## src/rtl/sda_pkg.sv

```systemverilog
package sda_pkg;
   // Unsigned width of one cycle's weighted cell sum.
   function automatic int part_width(input int adc_w, input int cell_bits, input int num_cells);
      return adc_w + cell_bits * num_cells;
   endfunction

   // Signed width of the final difference.
   function automatic int result_width(input int adc_w, input int cell_bits, input int num_cells,
                                       input int slice_bits, input int num_slices);
      return part_width(adc_w, cell_bits, num_cells) + slice_bits * num_slices + 1;
   endfunction
endpackage

```

## src/rtl/sda_weigher.sv

```systemverilog
module sda_weigher #(
   parameter int ADC_W     = 6,
   parameter int CELL_BITS = 1,
   parameter int NUM_CELLS = 4,
   parameter int PART_W    = 10
) (
   input  logic [NUM_CELLS*ADC_W-1:0] cols,
   output logic [PART_W-1:0]          partial
);
   logic [NUM_CELLS-1:0][PART_W-1:0] term;

   for (genvar m = 0; m < NUM_CELLS; m++) begin : g_cell
      assign term[m] = PART_W'(cols[m*ADC_W +: ADC_W]) << (CELL_BITS * m);
   end

   always_comb begin
      partial = '0;
      for (int m = 0; m < NUM_CELLS; m++) begin
         partial = partial + term[m];
      end
   end
endmodule

```

## src/rtl/sda_shift_acc.sv

```systemverilog
module sda_shift_acc #(
   parameter int PART_W     = 10,
   parameter int SLICE_BITS = 1,
   parameter int SUM_W      = 18
) (
   input  logic              clk,
   input  logic              rst_n,
   input  logic              clear,
   input  logic              take,
   input  logic [PART_W-1:0] partial,
   output logic [SUM_W-1:0]  sum_next
);
   logic [SUM_W-1:0] sum_q;

   assign sum_next = (sum_q << SLICE_BITS) + SUM_W'(partial);

   always_ff @(posedge clk or negedge rst_n) begin
      if (!rst_n)     sum_q <= '0;
      else if (clear) sum_q <= '0;
      else if (take)  sum_q <= sum_next;
   end
endmodule

```

## src/rtl/sda_sequencer.sv

```systemverilog
module sda_sequencer #(
   parameter int NUM_SLICES = 8,
   parameter int CNT_W      = 4
) (
   input  logic clk,
   input  logic rst_n,
   input  logic start,
   input  logic slice_valid,
   output logic take,
   output logic last_take,
   output logic busy,
   output logic done
);
   logic [CNT_W-1:0] cnt_q;

   assign take      = slice_valid && busy && !start;
   assign last_take = take && (cnt_q == CNT_W'(NUM_SLICES - 1));

   always_ff @(posedge clk or negedge rst_n) begin
      if (!rst_n) begin
         cnt_q <= '0;
         busy  <= 1'b0;
         done  <= 1'b0;
      end else begin
         done <= last_take;
         if (start) begin
            cnt_q <= '0;
            busy  <= 1'b1;
         end else if (last_take) begin
            cnt_q <= '0;
            busy  <= 1'b0;
         end else if (take) begin
            cnt_q <= cnt_q + 1'b1;
         end
      end
   end
endmodule

```

## src/rtl/slice_dot_accum.sv

```systemverilog
module slice_dot_accum #(
   parameter int ADC_W      = 6,
   parameter int CELL_BITS  = 1,
   parameter int NUM_CELLS  = 4,
   parameter int SLICE_BITS = 1,
   parameter int NUM_SLICES = 8,
   localparam int PART_W    = sda_pkg::part_width(ADC_W, CELL_BITS, NUM_CELLS),
   localparam int ACC_W     = sda_pkg::result_width(ADC_W, CELL_BITS, NUM_CELLS, SLICE_BITS, NUM_SLICES),
   localparam int SUM_W     = ACC_W - 1,
   localparam int COL_W     = NUM_CELLS * ADC_W,
   localparam int CNT_W     = $clog2(NUM_SLICES + 1)
) (
   input  logic                    clk,
   input  logic                    rst_n,
   input  logic                    start,
   input  logic                    slice_valid,
   input  logic [COL_W-1:0]        pos_cols,
   input  logic [COL_W-1:0]        neg_cols,
   output logic                    busy,
   output logic                    done,
   output logic signed [ACC_W-1:0] result
);
   if (ADC_W < 1)      begin : g_bad_adc   $error("ADC_W must be at least 1");      end
   if (CELL_BITS < 1)  begin : g_bad_cell  $error("CELL_BITS must be at least 1");  end
   if (NUM_CELLS < 1)  begin : g_bad_cells $error("NUM_CELLS must be at least 1");  end
   if (SLICE_BITS < 1) begin : g_bad_slice $error("SLICE_BITS must be at least 1"); end
   if (NUM_SLICES < 1) begin : g_bad_nsl   $error("NUM_SLICES must be at least 1"); end
   if (ACC_W > 62)     begin : g_bad_acc   $error("ACC_W exceeds 62 bits");         end

   logic take, last_take;
   logic [1:0][COL_W-1:0]  cols_arr;
   logic [1:0][PART_W-1:0] part_arr;
   logic [1:0][SUM_W-1:0]  next_arr;

   assign cols_arr[0] = pos_cols;
   assign cols_arr[1] = neg_cols;

   sda_sequencer #(.NUM_SLICES(NUM_SLICES), .CNT_W(CNT_W)) i_seq (
      .clk(clk), .rst_n(rst_n), .start(start), .slice_valid(slice_valid),
      .take(take), .last_take(last_take), .busy(busy), .done(done)
   );

   // index 0: positive-weight array, index 1: negative-weight array
   for (genvar a = 0; a < 2; a++) begin : g_array
      sda_weigher #(.ADC_W(ADC_W), .CELL_BITS(CELL_BITS), .NUM_CELLS(NUM_CELLS), .PART_W(PART_W)) i_wgt (
         .cols(cols_arr[a]), .partial(part_arr[a])
      );
      sda_shift_acc #(.PART_W(PART_W), .SLICE_BITS(SLICE_BITS), .SUM_W(SUM_W)) i_acc (
         .clk(clk), .rst_n(rst_n), .clear(start), .take(take),
         .partial(part_arr[a]), .sum_next(next_arr[a])
      );
   end

   always_ff @(posedge clk or negedge rst_n) begin
      if (!rst_n)         result <= '0;
      else if (last_take) result <= $signed({1'b0, next_arr[0]}) - $signed({1'b0, next_arr[1]});
   end
endmodule

```

## config.mk

```make
export PLATFORM = sky130hd
export DESIGN_NAME = slice_dot_accum
export DESIGN_NICKNAME = d
export VERILOG_FILES = /design/src/rtl/sda_pkg.sv /design/src/rtl/sda_weigher.sv /design/src/rtl/sda_shift_acc.sv /design/src/rtl/sda_sequencer.sv /design/src/rtl/slice_dot_accum.sv
export SDC_FILE = /design/constraint.sdc
export NUM_CORES = 1
export LEC_CHECK = 0
export ABC_AREA = 1
export BUFFER_PORTS_ARGS = -buffer_cell sky130_fd_sc_hd__buf_2
export CORE_ASPECT_RATIO = 1.75
export CORE_MARGIN = 2
export CORE_UTILIZATION = 40
export CTS_BUF_LIST = sky130_fd_sc_hd__clkbuf_8
export CTS_CLUSTER_DIAMETER = 60
export DETAILED_ROUTE_END_ITERATION = 8
export GPL_TIMING_DRIVEN = 0
export SYNTH_ARGS = -nofsm -noshare
export SYNTH_HDL_FRONTEND = slang
export SYNTH_SLANG_ARGS = --single-unit
```

## constraint.sdc

```tcl
create_clock -name clk -period 6.31 [get_ports clk]
set_input_delay 0.3155 -clock clk [delete_from_list [all_inputs] [get_ports clk]]
set_output_delay 0.3155 -clock clk [all_outputs]
set_load 0.01 [all_outputs]
```

; ---- Yosys cells after proc, flatten, opt, wreduce, memory -nomap -nowiden
; Index checks and enable logic that the tools add are counted.
[op_classes]
n_eq_ne = 1
addsub = 10
reduce_logical = 7
n_mux = 9
[op_table]
columns = operator, count
row1 = 2-to-1 mux 17 bit, 4
row2 = adder 18 x 10 -> 18 bit, 2
row3 = adder 9 x 9 -> 10 bit, 2
row4 = subtractor 18 x 18 -> 19 bit, 1
row5 = adder 8 x 8 -> 9 bit, 2
row6 = adder 6 x 7 -> 8 bit, 2
row7 = 2-to-1 mux 4 bit, 3
row8 = "adder 4 x 1 -> 4 bit, second input constant", 1
row9 = "== test 4 x 3 -> 1 bit, second input constant", 1
row10 = nonzero test 2 bit, 2
row11 = logical AND 1 bit, 3
row12 = nonzero test 3 bit, 1
row13 = 2-to-1 mux 1 bit, 2
row14 = zero test 1 bit, 1
[totals]
out_inout_bits = 21
register_bits = 59
input_bits = 52
word_cells = 33

; ---- Depth between registers and ports, before layout
[logic_depth]
ltp_word = 6
depth_mapped = 26
depth_no_buf = 26

; ---- Modules after synthesis
; Synthesis repeated with hierarchy kept, for this count alone.
[unflattened]
cells_unflattened = 895
hier_area_um2 = 6064.6
[modules_own_cells]
columns = module, cells_per_inst, n_inst, seq_area_each_um2, area_each_um2
row1 = sda_shift_acc, 221, 2, 425.4, 1432.6
row2 = slice_dot_accum, 263, 1, 475.5, 1759.2
row3 = sda_weigher at g_array[0].i_wgt, 78, 1, 0.0, 575.6
row4 = sda_weigher at g_array[1].i_wgt, 78, 1, 0.0, 571.8
row5 = sda_sequencer, 34, 1, 150.1, 292.8

; ---- Least setup slack after synthesis
; OpenSTA, ideal clock, no wires.
[synth_path]
path_type = input to register
from = input port pos_cols[4]
to = register result[15]
required_time_ns = 6.191
setup_slack_ns = 1.750
n_path_buf = 0
stages = 25
arrival_time_ns = 4.441
setup_ns = 0.119
path_cell_list = inv_1 > fa_1 > inv_1 > fa_1 > inv_1 > fa_1 > inv_1 > ha_1 > inv_1 > fa_1 > nor3_2 > nor2_1 > o21ai_2 > xor2_1 > inv_1 > ha_1 > nand2_1 > nor2_1 > nand4_1 > o21ai_4 > nand4_1 > nand2_1 > nand2_1 > nand3_1 > nand2_1
[synth_between]
elab_chain_cells = 5
[synth_rtl]
columns = item, line
row1 = start: declaration, slice_dot_accum.sv:17  ; input logic [COL_W-1:0] pos_cols,
row2 = adder 6 x 7 -> 8 bit, sda_weigher.sv:19  ; partial = partial + term[m];
row3 = adder 8 x 8 -> 9 bit, sda_weigher.sv:19
row4 = adder 9 x 9 -> 10 bit, sda_weigher.sv:19
row5 = adder 18 x 10 -> 18 bit, sda_shift_acc.sv:15  ; assign sum_next = (sum_q << SLICE_BITS) + SUM_W'(partial);
row6 = subtractor 18 x 18 -> 19 bit, slice_dot_accum.sv:56  ; else if (last_take) result <= $signed({1'b0, next_arr[0]}) - $signed({1'b0, next_arr[1]});
row7 = end signal: assignment, slice_dot_accum.sv:56
row8 = end: declaration, slice_dot_accum.sv:21  ; output logic signed [ACC_W-1:0] result
; No other way between the ends.
; A chain may end at the register's enable or synchronous reset.

; ---- Worst setup path after layout
[layout_path]
from = input port pos_cols[3]
to = register result[15]
; Same word-level chain as after synthesis.

==> impl_metrics.ini <==
[status]
outcome = completed

[sta]
tightest_slew_ps = 770
fin_crit_ps = 4730
slew_viol_final = 0
fin_worst_hold_slack_ps = 27.6
setup_tns_ps = 0
relSlewSlack = 0.486
finalHoldViolCount = 0
period_share = 0.750
setup_viol = 0
max_freq_mhz = 211
fin_skew_ps = 14.1
rsz0062_at_grt = no

[detailed_routing]
drc = 0
finalWirelength_um = 11700
wl_per_cell_um = 13.4
dr.first_iter.drc_count = 201
first_pass_iters = 5
dr_total_vias = 4214
via_per_inst = 4.83
ant_nets = 0

[worst_setup_path]
endpoint_kind = flip-flop
crit_required_ps = 6530
cp-startpoint = pos_cols[3]
arrival_ps = 4960
crit_fanout = 5
crit_type = input pin to flip-flop
critPathLaunchType = input pin
r2r_start = g_array[0].i_acc.sum_q[0]

[synthesis]
yosysTopAreaCell = dfrtp_1
synth_commonest_cells = inv_1 (133), nand2_1 (110), dfrtp_1 (59)
synth_most_common_cell = inv_1
synth_cell_type_count = 42
synth_cells = 618
async_reset_ff_frac = 1.00
ys_ff_latch = 59
synth_edf_count = 0
syn-num-nets = 756
yosysTopAreaCellShare = 0.287
synth_warnings = 0
synth_area_um2 = 5140
yosysSeqAreaShare = 0.287
syn_area_per_cell_um2 = 8.32
synthFlopType = dfrtp_1
yosys-top-cells-area = dfrtp_1 (29%), ha_1 (13%), fa_1 (13%), inv_1 (9.7%), nand2_1 (8.0%)

[die]
initial_utilization = 0.411
num_io_pins = 73
rows = 54
dieArea_um2 = 13800
die_w_um = 89.7
core_um2 = 12500
die_y_um = 154

[clock_network]
tritoncts = done
cts-resized-gates = 0
clk_pin_slew_worst_paths_ps = 70
clockBufferDepth = 2
cts_buffers = 9
htree_levels = 3
cts_setup_buffers = 0
cts.sinks = 59
clk_latency_ps = 350
holdBufCountCts = 0
clock_tree.root_cell = clkbuf_8

[power]
power_density_nw_per_um2 = 596
vdd_drop_max_mv = 0.453
p_leak_uw = 0.00326

[grt]
grt_usage = 0.179
antenna_found_initial = 0
grt-ovfl-total = 0
grt_pass1_vias = 4445
grt_pass1_wl_um = 19900
grt_max_degree = 60

[final_layout]
drive_gt1_frac = 0.169
design_area_um2 = 5910
n_fill_cell = 1270
layout.nets = 839
fin_cells = 873
n_antenna_cell = 0
area_growth_pct = 14.9

[place]
hpwl_um = 9850
place_area_um2 = 5710
gp_congestion = 0.912
numPortBuffers = 72
placed_cells = 858

[flow_run]
cap_violations = 0

[min_path]
hp-class = input pin to async pin
-- final timing paths --
kind,to,slack (ps),cells past startpoint
worst max-delay path,result[15],1580,26
worst min-delay path,g_array[0].i_acc.sum_q[7],30,1
worst max register to register,result[15],1860,23
worst min register to register,result[15],470,2
max in group asynchronous,result[15],5750,1
min in group clk,i_seq.cnt_q[3],210,2
-- registers in the layout, indices dropped and copies added (netlist names) --
name,flops
g_array.i_acc.sum_q,34
result,19
i_seq.cnt_q,4
i_seq.busy,1
i_seq.done,1
-- report_power, final --
part | switching (uW) | leakage, uW | internal, uW
sequential | 35.6 | 0.000800 | 436
clock | 148 | 0.000108 | 198
combinational | 1690 | 0.00236 | 1010
-- worst max-delay path: stages --
cell and delay [ps]:
buf_2 70, inv_1 40, fa_1 520, inv_1 70, fa_1 500, inv_1 50
fa_1 390, inv_1 100, ha_1 220, inv_1 90, fa_1 440, nor3_2 190
nor2_1 90, o21ai_2 170, xor2_1 200, inv_1 90, ha_1 370, nand2_1 90
nor2_1 150, nand4_1 150, o21ai_4 230, nand4_1 150, nand2_1 80, nand2_1 50
nand3_1 60, nand2_1 50
-- cell type report --
class                           instances  area (um2)  share of cell area
Multi-Input combinational cell        412        3110               0.526
Sequential cell                        59        1480               0.250
Inverter                              137         514              0.0870
Timing Repair Buffer                   72         363              0.0614
Tap cell                              168         210              0.0356
Clock buffer                           11         151              0.0256
Clock inverter                          4        42.5             0.00720
Buffer                                 10        42.5             0.00720
-- placed cells by master (no fill, tap or decap), drive strengths merged --
| cell type | instances |
|---|---|
| a21o | 2 |
| nor4 | 1 |
| and3 | 1 |
| o31ai | 1 |
| a21boi | 2 |
| a21oi | 30 |
| nor2 | 22 |
| nand3 | 19 |
| a211oi | 1 |
| nand2 | 116 |
| dfrtp | 59 |
| bufinv | 1 |
| a31oi | 5 |
| nand4 | 10 |
| and2 | 2 |
| o22ai | 17 |
| or2 | 2 |
| buf | 76 |
| nor3 | 6 |
| o21ai | 51 |
| o21bai | 3 |
| xnor2 | 9 |
| inv | 138 |
| o2111ai | 1 |
| ha | 53 |
| clkbuf | 17 |
| clkinv | 2 |
| a22o | 3 |
| fa | 33 |
| xor2 | 22 |
-- routing by layer --
metal / global-route usage / share of wire
met1: 0.191 / 0.39
met5: 0 / 0
met4: 0.0960 / 0.043
met2: 0.337 / 0.54
met3: 0.0250 / 0.029
-- logic make-up (layout without fill, tap and decap cells) --
kind of cell	Yosys count	count (layout)	share of synthesized area
AOI/OAI and AO/OA	116	116	0.133
and+or+nand+nor	179	179	0.162
adders and majority gates	86	86	0.257
buffers and inverters	147	234	0.108
xor gates and xnor gates	31	31	0.0528
DFF	59	59	0.287
-- stage by stage --
| step | power (uW) | setup WS [ps] | utilization |
|---|---|---|---|
| floorplan | 2560 | 1750 | - |
| global placement | 3170 | 1210 | 0.457 |
| detailed placement | 3190 | 1180 | 0.457 |
| CTS | 3550 | 1500 | 0.472 |
| global route | 3910 | 1160 | 0.473 |
| finish | 3520 | 1580 | 0.473 |
(Power assumes the default switching activity.)
